**src/rtl/vcfg_pkg.sv**
```systemverilog
package vcfg_pkg;

    typedef enum logic [3:0] {
        S_IDLE,
        S_ADDR,
        S_ADDR_ACK,
        S_PTR,
        S_PTR_ACK,
        S_WDATA,
        S_WDATA_ACK,
        S_RDATA,
        S_RACK,
        S_HOLD
    } vcfg_state_e;

    typedef struct packed {
        logic scl_rise;
        logic scl_fall;
        logic start;
        logic stop;
        logic sda;
    } vcfg_bus_ev_t;

endpackage

```
**src/rtl/vcfg_line_sync.sv**
```systemverilog
module vcfg_line_sync
    import vcfg_pkg::*;
#(
    parameter int SYNC_STAGES = 2
) (
    input  logic         clk,
    input  logic         rst_n,
    input  logic         scl_i,
    input  logic         sda_i,
    output vcfg_bus_ev_t ev
);

    logic [SYNC_STAGES-1:0] scl_chain;
    logic [SYNC_STAGES-1:0] sda_chain;
    logic                   scl_d;
    logic                   sda_d;
    logic                   scl_s;
    logic                   sda_s;

    assign scl_s = scl_chain[SYNC_STAGES-1];
    assign sda_s = sda_chain[SYNC_STAGES-1];

    always_ff @(posedge clk or negedge rst_n) begin
        if (!rst_n) begin
            scl_chain <= '1;
            sda_chain <= '1;
            scl_d     <= 1'b1;
            sda_d     <= 1'b1;
        end else begin
            scl_chain <= {scl_chain[SYNC_STAGES-2:0], scl_i};
            sda_chain <= {sda_chain[SYNC_STAGES-2:0], sda_i};
            scl_d     <= scl_s;
            sda_d     <= sda_s;
        end
    end

    always_comb begin
        ev.scl_rise = scl_s & ~scl_d;
        ev.scl_fall = ~scl_s & scl_d;
        ev.start    = scl_s & scl_d & sda_d & ~sda_s;
        ev.stop     = scl_s & scl_d & ~sda_d & sda_s;
        ev.sda      = sda_s;
    end

endmodule

```
**src/rtl/vcfg_regfile.sv**
```systemverilog
module vcfg_regfile #(
    parameter int         NUM_REGS = 28,
    parameter int         PTR_W    = 5,
    parameter int         SAT_ADDR = 5,
    parameter logic [7:0] SAT_INIT = 8'h9D,
    parameter logic [7:0] ID_VALUE = 8'h12
) (
    input  logic                  clk,
    input  logic                  rst_n,
    input  logic                  wr_en,
    input  logic [PTR_W-1:0]      wr_addr,
    input  logic [7:0]            wr_data,
    input  logic [PTR_W-1:0]      rd_addr,
    output logic [7:0]            rd_data,
    output logic [NUM_REGS*8-1:0] regs_flat
);

    localparam int               NSTORE  = NUM_REGS - 1;
    localparam logic [PTR_W-1:0] ID_ADDR = PTR_W'(NUM_REGS - 1);

    logic [NSTORE*8-1:0] store_flat;

    for (genvar gi = 0; gi < NSTORE; gi++) begin : g_reg
        localparam logic [7:0]       RST_V = (gi == SAT_ADDR) ? SAT_INIT : 8'h00;
        localparam logic [PTR_W-1:0] MY_A  = PTR_W'(gi);
        logic [7:0] q;

        always_ff @(posedge clk or negedge rst_n) begin
            if (!rst_n) begin
                q <= RST_V;
            end else if (wr_en && wr_addr == MY_A) begin
                q <= wr_data;
            end
        end

        assign store_flat[gi*8 +: 8] = q;

        // a completed write byte lands in the addressed register
        a_r4_write_lands: assert property (@(posedge clk) disable iff (!rst_n)
            (wr_en && wr_addr == MY_A) |=> (q == $past(wr_data)));
    end

    assign regs_flat = {ID_VALUE, store_flat};

    always_comb begin
        rd_data = 8'h00;
        for (int k = 0; k < NUM_REGS; k++) begin
            if (rd_addr == PTR_W'(k)) begin
                rd_data = regs_flat[k*8 +: 8];
            end
        end
    end

    // writing the identity address leaves every stored register untouched
    a_r6_id_write_ignored: assert property (@(posedge clk) disable iff (!rst_n)
        (wr_en && wr_addr == ID_ADDR) |=> $stable(store_flat));

endmodule

```
**src/rtl/vcfg_ctrl.sv**
```systemverilog
module vcfg_ctrl
    import vcfg_pkg::*;
#(
    parameter logic [6:0] DEV_ADDR = 7'h44,
    parameter int         NUM_REGS = 28,
    parameter int         PTR_W    = 5
) (
    input  logic             clk,
    input  logic             rst_n,
    input  vcfg_bus_ev_t     ev,
    input  logic [7:0]       rd_data,
    output logic [PTR_W-1:0] rd_addr,
    output logic             wr_en,
    output logic [PTR_W-1:0] wr_addr,
    output logic [7:0]       wr_data,
    output logic             sda_oe
);

    localparam logic [PTR_W-1:0] LAST_A = PTR_W'(NUM_REGS - 1);
    localparam logic [7:0]       NREG_B = 8'(NUM_REGS);

    vcfg_state_e      state_q;
    vcfg_state_e      state_d;
    logic [3:0]       bit_cnt_q;
    logic [7:0]       rx_q;
    logic [7:0]       tx_q;
    logic [PTR_W-1:0] ptr_q;
    logic             rw_q;
    logic             mack_q;

    logic             byte_end;
    logic             addr_hit;
    logic             ptr_step;
    logic             in_ack;
    logic             in_count;
    logic             in_rx;
    logic [PTR_W-1:0] ptr_inc;

    assign byte_end = ev.scl_fall && (bit_cnt_q == 4'd8);
    assign addr_hit = (rx_q[7:1] == DEV_ADDR) && (rx_q[7:1] != 7'd0);
    assign ptr_inc  = (ptr_q == LAST_A) ? '0 : ptr_q + 1'b1;
    assign ptr_step = byte_end && (state_q == S_WDATA || state_q == S_RDATA);
    assign in_ack   = (state_q == S_ADDR_ACK) || (state_q == S_PTR_ACK) ||
                      (state_q == S_WDATA_ACK) || (state_q == S_RACK);
    assign in_rx    = (state_q == S_ADDR) || (state_q == S_PTR) || (state_q == S_WDATA);
    assign in_count = in_rx || (state_q == S_RDATA);

    // next state
    always_comb begin
        state_d = state_q;
        if (ev.stop) begin
            state_d = S_IDLE;
        end else if (ev.start) begin
            state_d = S_ADDR;
        end else begin
            unique case (state_q)
                S_IDLE, S_HOLD: ;
                S_ADDR:      if (byte_end)    state_d = addr_hit ? S_ADDR_ACK : S_HOLD;
                S_ADDR_ACK:  if (ev.scl_fall) state_d = rw_q ? S_RDATA : S_PTR;
                S_PTR:       if (byte_end)    state_d = S_PTR_ACK;
                S_PTR_ACK:   if (ev.scl_fall) state_d = S_WDATA;
                S_WDATA:     if (byte_end)    state_d = S_WDATA_ACK;
                S_WDATA_ACK: if (ev.scl_fall) state_d = S_WDATA;
                S_RDATA:     if (byte_end)    state_d = S_RACK;
                S_RACK:      if (ev.scl_fall) state_d = mack_q ? S_RDATA : S_HOLD;
                default:                      state_d = S_IDLE;
            endcase
        end
    end

    // state register
    always_ff @(posedge clk or negedge rst_n) begin
        if (!rst_n) state_q <= S_IDLE;
        else        state_q <= state_d;
    end

    // byte datapath: counters, shifters, pointer
    always_ff @(posedge clk or negedge rst_n) begin
        if (!rst_n) begin
            bit_cnt_q <= 4'd0;
            rx_q      <= 8'h00;
            tx_q      <= 8'h00;
            ptr_q     <= '0;
            rw_q      <= 1'b0;
            mack_q    <= 1'b0;
        end else begin
            if (ev.start || ev.stop) begin
                bit_cnt_q <= 4'd0;
            end else if (ev.scl_fall && (bit_cnt_q == 4'd8 || in_ack)) begin
                bit_cnt_q <= 4'd0;
            end else if (ev.scl_rise && in_count && bit_cnt_q != 4'd8) begin
                bit_cnt_q <= bit_cnt_q + 4'd1;
            end

            if (ev.scl_rise && in_rx) begin
                rx_q <= {rx_q[6:0], ev.sda};
            end

            if (state_q == S_ADDR && byte_end) begin
                rw_q <= rx_q[0];
            end

            if (state_q == S_PTR && byte_end) begin
                ptr_q <= (rx_q < NREG_B) ? rx_q[PTR_W-1:0] : '0;
            end else if (ptr_step) begin
                ptr_q <= ptr_inc;
            end

            if (state_q == S_ADDR_ACK && ev.scl_fall && rw_q) begin
                tx_q <= rd_data;
            end else if (state_q == S_RACK && ev.scl_fall && mack_q) begin
                tx_q <= rd_data;
            end else if (state_q == S_RDATA && ev.scl_fall && bit_cnt_q != 4'd8) begin
                tx_q <= {tx_q[6:0], 1'b0};
            end

            if (state_q == S_RACK && ev.scl_rise) begin
                mack_q <= ~ev.sda;
            end
        end
    end

    // outputs
    always_comb begin
        rd_addr = ptr_q;
        wr_addr = ptr_q;
        wr_data = rx_q;
        wr_en   = (state_q == S_WDATA) && byte_end;
        unique case (state_q)
            S_ADDR_ACK, S_PTR_ACK, S_WDATA_ACK: sda_oe = 1'b1;
            S_RDATA:                            sda_oe = ~tx_q[7];
            default:                            sda_oe = 1'b0;
        endcase
    end

    // START restarts address reception with an empty bit count
    a_r1_start_to_addr: assert property (@(posedge clk) disable iff (!rst_n)
        ev.start |=> (state_q == S_ADDR && bit_cnt_q == 4'd0));

    // STOP always returns to idle
    a_r1_stop_to_idle: assert property (@(posedge clk) disable iff (!rst_n)
        ev.stop |=> (state_q == S_IDLE && !sda_oe));

    // an unmatched address is never acknowledged
    a_r2_no_ack_on_miss: assert property (@(posedge clk) disable iff (!rst_n)
        (state_q == S_ADDR && byte_end && !addr_hit && !ev.start && !ev.stop) |=> !sda_oe);

    // the pointer wraps after the last register
    a_r5_ptr_wrap: assert property (@(posedge clk) disable iff (!rst_n)
        (ptr_step && ptr_q == LAST_A && !ev.start && !ev.stop) |=> (ptr_q == '0));

    // a host NACK releases the line and parks the controller
    a_r9_nack_release: assert property (@(posedge clk) disable iff (!rst_n)
        (state_q == S_RACK && ev.scl_fall && !mack_q && !ev.start && !ev.stop)
        |=> (state_q == S_HOLD && !sda_oe));

endmodule

```
**src/rtl/vcfg_i2c_slave.sv**
```systemverilog
module vcfg_i2c_slave
    import vcfg_pkg::*;
#(
    parameter logic [6:0] DEV_ADDR    = 7'h44,
    parameter int         NUM_REGS    = 28,
    parameter int         SAT_ADDR    = 5,
    parameter logic [7:0] SAT_INIT    = 8'h9D,
    parameter logic [7:0] ID_VALUE    = 8'h12,
    parameter int         SYNC_STAGES = 2
) (
    input  logic                  clk,
    input  logic                  rst_n,
    input  logic                  scl_i,
    input  logic                  sda_i,
    output logic                  sda_oe,
    output logic [NUM_REGS*8-1:0] cfg_regs
);

    localparam int PTR_W = $clog2(NUM_REGS);

    vcfg_bus_ev_t     ev;
    logic [7:0]       rd_data;
    logic [PTR_W-1:0] rd_addr;
    logic             wr_en;
    logic [PTR_W-1:0] wr_addr;
    logic [7:0]       wr_data;

    vcfg_line_sync #(
        .SYNC_STAGES (SYNC_STAGES)
    ) u_sync (
        .clk   (clk),
        .rst_n (rst_n),
        .scl_i (scl_i),
        .sda_i (sda_i),
        .ev    (ev)
    );

    vcfg_ctrl #(
        .DEV_ADDR (DEV_ADDR),
        .NUM_REGS (NUM_REGS),
        .PTR_W    (PTR_W)
    ) u_ctrl (
        .clk     (clk),
        .rst_n   (rst_n),
        .ev      (ev),
        .rd_data (rd_data),
        .rd_addr (rd_addr),
        .wr_en   (wr_en),
        .wr_addr (wr_addr),
        .wr_data (wr_data),
        .sda_oe  (sda_oe)
    );

    vcfg_regfile #(
        .NUM_REGS (NUM_REGS),
        .PTR_W    (PTR_W),
        .SAT_ADDR (SAT_ADDR),
        .SAT_INIT (SAT_INIT),
        .ID_VALUE (ID_VALUE)
    ) u_regs (
        .clk       (clk),
        .rst_n     (rst_n),
        .wr_en     (wr_en),
        .wr_addr   (wr_addr),
        .wr_data   (wr_data),
        .rd_addr   (rd_addr),
        .rd_data   (rd_data),
        .regs_flat (cfg_regs)
    );

endmodule

```
**config.mk**
```make
export PLATFORM = sky130hd
export DESIGN_NAME = vcfg_i2c_slave
export DESIGN_NICKNAME = d
export VERILOG_FILES = /design/src/rtl/vcfg_pkg.sv /design/src/rtl/vcfg_line_sync.sv /design/src/rtl/vcfg_regfile.sv /design/src/rtl/vcfg_ctrl.sv /design/src/rtl/vcfg_i2c_slave.sv
export SDC_FILE = /design/constraint.sdc
export NUM_CORES = 1
export LEC_CHECK = 0
export ABC_AREA = 1
export BUFFER_PORTS_ARGS = -buffer_cell sky130_fd_sc_hd__buf_2
export CORE_MARGIN = 5
export CORE_UTILIZATION = 32
export DETAILED_ROUTE_END_ITERATION = 12
export GPL_TIMING_DRIVEN = 0
export PLACE_DENSITY = 0.49
export SLEW_MARGIN = 10
export SYNTH_ARGS = -nofsm -noshare
export SYNTH_HDL_FRONTEND = slang
export SYNTH_HIERARCHICAL = 1
export SYNTH_SLANG_ARGS = --single-unit
export TNS_END_PERCENT = 30
```
**constraint.sdc**
```tcl
create_clock -name clk -period 3.56 [get_ports clk]
set_clock_uncertainty 0.15 [all_clocks]
set_input_delay 0.356 -clock clk [delete_from_list [all_inputs] [get_ports clk]]
set_output_delay 0.356 -clock clk [all_outputs]
set_load 0.02 [all_outputs]
```
# Yosys cells after proc, flatten, opt, wreduce, memory -nomap -nowiden
# Cells that the tools add are included.
totals:
  regBits: 253
  word_cells: 215
  output_inout_bits: 225
  input_bits: 4
classes:
  n_reduce_logical: 63
  magnitude_cmp: 1
  n_mux: 52
  eq_ne: 47
  addsub: 2
  bitwise_logic: 12
op_table:
  columns: ["operator", "count"]
  rows:
  - ["$mux W8", 31]
  - ["$eq A5 B5 Y1 const B", 12]
  - ["$mux W4", 14]
  - ["$logic_and A1 B1 Y1", 44]
  - ["$eq A5 B4 Y1 const B", 8]
  - ["$pmux W4 S8", 1]
  - ["$ne A4 B1 Y1 const B", 7]
  - ["$eq A5 B3 Y1 const B", 4]
  - ["$mux W5", 4]
  - ["$eq A4 B3 Y1 const B", 4]
  - ["$eq A4 B4 Y1 const B", 3]
  - ["$eq A5 B2 Y1 const B", 2]
  - ["$logic_or A1 B1 Y1", 9]
  - ["$eq A4 B2 Y1 const B", 2]
  - ["$lt A8 B5 Y1 const B", 1]
  - ["$reduce_and A8 Y1", 1]
  - ["$and A1 B1 Y1", 7]
  - ["$eq A7 B7 Y1 const B", 1]
  - ["$reduce_bool A7 Y1", 1]
  - ["$reduce_bool A3 Y1", 2]
  - ["$add A5 B1 Y5 const B", 1]
  - ["$eq A5 B1 Y1 const B", 1]
  - ["$logic_not A5 Y1", 1]
  - ["$not A1 Y1", 5]
  - ["10 further kinds", 11]

# Logic depth before layout (Yosys ltp)
depth:
  word_depth: 31
  mapped_depth: 22
  mapped_depth_nobuf: 22

# Cells and area by module
# The synthesis kept the hierarchy.
modules_own_cells:
  columns: ["mod", "cells_each", "seq_area_each_um2", "area_each_um2", "n_inst"]
  rows:
  - ["vcfg_regfile", 1232, 5411.4, 9809.4, 1]
  - ["vcfg_ctrl", 261, 775.7, 1878.1, 1]
  - ["vcfg_line_sync", 18, 157.7, 206.4, 1]

# Worst setup path after synthesis
# Ideal clock, no wire load.
synth_path:
  path_type: "reg2reg"
  from: "register u_sync.scl_d"
  to: "register u_regs.g_reg[14].q[7]"
  arrival_time_ns: 2.424
  path_buffers: 2
  stages_incl_launch_ff: 14
  synth_period_minus_slack_ns: 2.707
  slack_ns: 0.853
  setup_time_ns: 0.133
  required_ns: 3.277
  cell_sequence: "dfstp_2 inv_1 nor2_1 buf_2 nand4_1 nor2_1 inv_1 nor2_1 inv_1 nor3_1 nand3_1 clkbuf_1 nand2_1 o21ai_0"
synth_lines:
  columns: ["item", "line_no", "rtl"]
  rows:
  - ["start: declaration", "vcfg_line_sync.sv:15", "logic scl_d;"]
  - ["start signal: assignment", "vcfg_line_sync.sv:32", "scl_d <= scl_s;"]
  - ["end signal: assignment", "vcfg_regfile.sv:32", "q <= wr_data;"]
  - ["end: declaration", "vcfg_regfile.sv:26", "logic [7:0] q;"]

# Worst setup path in the final report
layout_path:
  from: "register u_ctrl.ptr_q[0] (netlist: u_ctrl/rd_addr[0])"
  to: "register u_ctrl.tx_q[1]"
layout_via:
  elab_chain_cells: 31
  word_cells_on_any_way: 58
  cone_classes: "eq/ne (27); mux (30); reduce/logical (1)"
layout_lines:
  columns: ["item", "line_no", "rtl"]
  rows:
  - ["start: declaration", "vcfg_ctrl.sv:27", "logic [PTR_W-1:0] ptr_q;"]
  - ["start signal: assignment", "vcfg_ctrl.sv:104", "ptr_q <= (rx_q < NREG_B) ? rx_q[PTR_W-1:0] : '0;"]
  - ["start signal: assignment", "vcfg_ctrl.sv:106", "ptr_q <= ptr_inc;"]
  - ["$logic_not A5 Y1", "vcfg_regfile.sv:48", "if (rd_addr == PTR_W'(k)) begin"]
  - ["$mux W8 (27 in a row)", "vcfg_regfile.sv:48", null]
  - ["$mux W8 *", "vcfg_regfile.sv:48", null]
  - ["net rd_data[1]", "vcfg_i2c_slave.sv:22", "logic [7:0] rd_data;"]
  - ["$mux W8", "vcfg_ctrl.sv:111", "end else if (state_q == S_RACK && ev.scl_fall && mack_q) begin"]
  - ["$mux W8 *", "vcfg_ctrl.sv:109", "if (state_q == S_ADDR_ACK && ev.scl_fall && rw_q) begin"]
  - ["end signal: assignment", "vcfg_ctrl.sv:110", "tx_q <= rd_data;"]
  - ["end signal: assignment", "vcfg_ctrl.sv:112", "tx_q <= rd_data;"]
  - ["end signal: assignment", "vcfg_ctrl.sv:114", "tx_q <= {tx_q[6:0], 1'b0};"]
  - ["end: declaration", "vcfg_ctrl.sv:26", "logic [7:0] tx_q;"]
# The timed path passes the listed nets; every way through them passes the cells marked *.
# A chain may end at the register's enable or synchronous reset.

==> summary.txt <==
Placement
  • Routability cong.: around 0.9
  • IO buf count: 220
  • Hpwl dp: between 30,000 and 40,000 um
  • Post-DP Area: 0.0137 mm^2
  • Post-place setup slack: -0.238 ns

Global routing
  • Antenna violations before repair: 1
  • GRT Total Usage: 21.3%
  • First-pass GRT wire length: 68,500 um
  • Largest net degree at the start of global routing: 94
  • Grt ovf: 0
  • Vias in the first global route: about 11,000

Critical path
  • Top Family by Delay on Critical Path: simple AND/OR/NAND/NOR gates
  • Critical Path RT: 3.85 ns
  • Crit path cell chain: nor2_1 -> nand2_2 -> nor2_2 -> nand2_1 -> nand2_1 -> nor2_1 -> nand4_1 -> nor2_1 -> nand3_1 -> nand2_1 -> nand3_1 -> nand2_1 -> nand4_1 -> nor2_1 -> nand4_1 -> nor2_2 -> nand4_1 -> nor2_2 -> nand3_1 -> a22oi_1 -> nand2_1
  • Endpoint type of the worst setup path: register
  • Slowest stage cell, crit path: dfrtp_2
  • CP bufs+invs: 0
  • Worst EP arrival: 3.78 ns
  • CP Max Fanout: 7
  • Critical path type: register to register
  • Top cell by count, worst path: nand2_1
  • Critical Path Max Stage Delay: 0.44 ns
  • CP Launch Type: register

Timing
  • Setup Viol. Count Final: 0
  • Worst-margin pin slew: 1.03 ns
  • Final max-slew violation count: 0
  • Worst hold margin: approximately 0.20 ns
  • Slew HR: between 30 and 40%
  • Fin worst setup slack: about 0.066 ns
  • Final hold vios: 0
  • Setup TNS: 0 ns
  • Fmax: 0.286 GHz
  • Min cycle time layout: 3.49 ns
  • RSZ-0062 raised after global routing: yes
  • Final Cycle Share: a little under 100%

Routing
  • Vias per cell: 4.94
  • Remaining antenna violation count: 0
  • Via count: around 11,000
  • DR iter-0 viols: 841
  • WL/cell: 20.0 um
  • First drt pass iteration count: 5
  • Residual DRC: 0
  • Final WL: 45,500 um

Clocking
  • TritonCTS Buffers: 30
  • Root buf cell: clkbuf_16
  • CTS tree: yes
  • Clock transition at path regs: 0.06 ns
  • Clk sink count: about 250
  • H-Tree Level Count: 1
  • Clock buffer depth: 3
  • Worst skew pair latency: 0.56 ns

Die
  • Core Area: between 0.03 and 0.04 mm^2
  • Chip Width: 203 um
  • Row cnt: 70
  • Die H: 203 um
  • Initial Util: 32.5%
  • Boundary pin count: 229
  • Die area: 0.0411 mm^2

Synthesis
  • Mapped Cells: about 1,500
  • Mean Syn Cell Area: 7.87 um^2
  • Seq/Total Area, Yosys: 53.3%
  • Synth Register Bits: 253
  • Cell variety after synth: 34
  • Yosys warns: 6
  • Mapped Area: 0.0119 mm^2

Cells and area
  • Area grow syn2layout: 25.7%
  • Final #Nets: 1,792
  • N_diodes: 0
  • Most common cell after layout, fill and taps aside: nand2_1
  • Commonest non-fill, non-tap cells in the layout: nand2_1, dfrtp_1, o21ai_0, buf_2, nor2_1
  • Share of layout cells above drive strength 1: 20.7%
  • Fill cell count: 3,822
  • Finished Cell Area: 0.0149 mm^2

Status
  • Status: completed

Flow run
  • Maxcap violations: 0

Power and ir drop
  • Tot Pwr: a little over 0.007 W
  • Max VDD drop: 0.299 mV
  • Power per cell area: roughly 480 mW/mm^2
  • Leakage Power: 7.44 nW

Hold path
  • Worst Hold Class: register to register
[path summary, 6_finish.rpt]
path	start	end	slack [ns]	depth (start not counted)
max	u_ctrl/rd_addr[0]	u_ctrl/tx_q[1]	0.07	21
max reg2reg	u_ctrl/rd_addr[0]	u_ctrl/tx_q[1]	0.07	21
min reg2reg	u_sync/scl_chain[0]	u_sync/scl_chain[1]	0.20	0
min in group asynchronous	rst_n	u_regs/g_reg[9].q[1]	0.25	2
min	u_sync/scl_chain[0]	u_sync/scl_chain[1]	0.20	0
max in group asynchronous	rst_n	u_sync/scl_chain[0]	2.09	3
[synth_stat cells]
| library cell | count | area share (%) |
|---|---|---|
| buf_2 | 2 | 0.084 |
| nor2_1 | 130 | 4.1 |
| xor2_1 | 4 | 0.29 |
| ha_1 | 3 | 0.32 |
| nand2_2 | 8 | 0.42 |
| clkinv_1 | 1 | 0.032 |
| a21boi_1 | 1 | 0.063 |
| dfrtp_1 | 242 | 51 |
| o21bai_1 | 1 | 0.063 |
| clkbuf_1 | 43 | 1.4 |
| nor3_1 | 3 | 0.13 |
| nor2_4 | 5 | 0.47 |
| o21ai_1 | 1 | 0.042 |
| dfstp_2 | 11 | 2.4 |
| a21oi_1 | 20 | 0.84 |
| and3_1 | 2 | 0.11 |
| a31oi_1 | 4 | 0.21 |
| inv_1 | 109 | 3.4 |
| nor2_2 | 10 | 0.53 |
| inv_2 | 8 | 0.25 |
| conb_1 | 2 | 0.063 |
| buf_6 | 1 | 0.095 |
| o21ai_0 | 228 | 9.6 |
| nor3b_1 | 5 | 0.32 |
| nand3_1 | 51 | 2.1 |
| nand4_1 | 53 | 2.8 |
| or2_0 | 5 | 0.26 |
| a22oi_1 | 5 | 0.32 |
| o2111ai_1 | 1 | 0.074 |
| or2_2 | 13 | 0.68 |
| nand2_1 | 521 | 16 |
| o2bb2ai_1 | 1 | 0.074 |
| or2_1 | 2 | 0.11 |
| buf_4 | 15 | 0.95 |
[what timing repair did]
action | CTS | global route
pin swaps | 1 | 3
hold buffers | 3 | 0
hold endpoints to repair | 74 | 0
endpoints found under the setup margin | 7 | 19
resized for setup | 12 | 10
buffers inserted | 2 | 9
[layer usage]
| metal | GRT usage [%] | vias to the layer above | part of all wire, % |
|---|---|---|---|
| met5 | 0 | - | 0 |
| met4 | 3.86 | 0 | 1.5 |
| met3 | 3.07 | 49 | 5.7 |
| met2 | 34.8 | 334 | 47 |
| met1 | 30.6 | 5453 | 46 |
| li1 | - | 5418 | - |
[power by group]
group	switching (W)	internal, W
clock	0.00123	0.00215
sequential	0.0000639	0.00293
combinational	0.000643	0.000121
total	0.00194	0.00520
[cells by family after synthesis]
kind of cell    after synthesis  share of synthesized area [%]
compound gates              262                           11.3
xor+xnor                      4                          0.295
fa+ha+maj                     3                          0.316
buf+inv                     179                           6.21
flops                       253                           53.3
other cells                   2                         0.0631
simple gates                808                           28.5
[metrics by stage]
step                      utilization (%)  cells
final                                40.8   2277
after global routing                 40.8   2277
after CTS                            40.6   2268
after detailed placement             37.3   2207
after global placement               37.2   2205
after floorplan                         -   1517
[sequential cells by signal, indices dropped and copies added, names as in the netlist, 2 cells and up]
name / flops
u_regs/g.q: 216
u_ctrl/tx_q: 8
u_ctrl/wr_data: 8
u_ctrl/rd_addr: 5
u_ctrl/bit_cnt_q: 4
u_ctrl/state_q: 4
u_sync/scl_chain: 2
u_sync/sda_chain: 2
[worst reg2reg max path, stage by stage (launching register included)]
cell	delay [ns]
dfrtp_2	0.44
nor2_1	0.13
nand2_2	0.19
nor2_2	0.12
nand2_1	0.07
nand2_1	0.05
nor2_1	0.13
nand4_1	0.15
nor2_1	0.17
nand3_1	0.09
nand2_1	0.12
nand3_1	0.12
nand2_1	0.13
nand4_1	0.15
nor2_1	0.16
nand4_1	0.18
nor2_2	0.16
nand4_1	0.15
nor2_2	0.18
nand3_1	0.10
a22oi_1	0.17
nand2_1	0.07
[layout make-up]
type	instances	area [um^2]	area share, %
sequential	253	6350	42.5
multi-input combinational	1085	4890	32.7
timing repair buffer	236	1280	8.54
clock buffer	47	936	6.26
tap	468	586	3.92
inverter	118	445	2.98
buffer	61	295	1.98
clock inverter	9	170	1.14
Note: power is estimated with default switching activity, not from simulation.
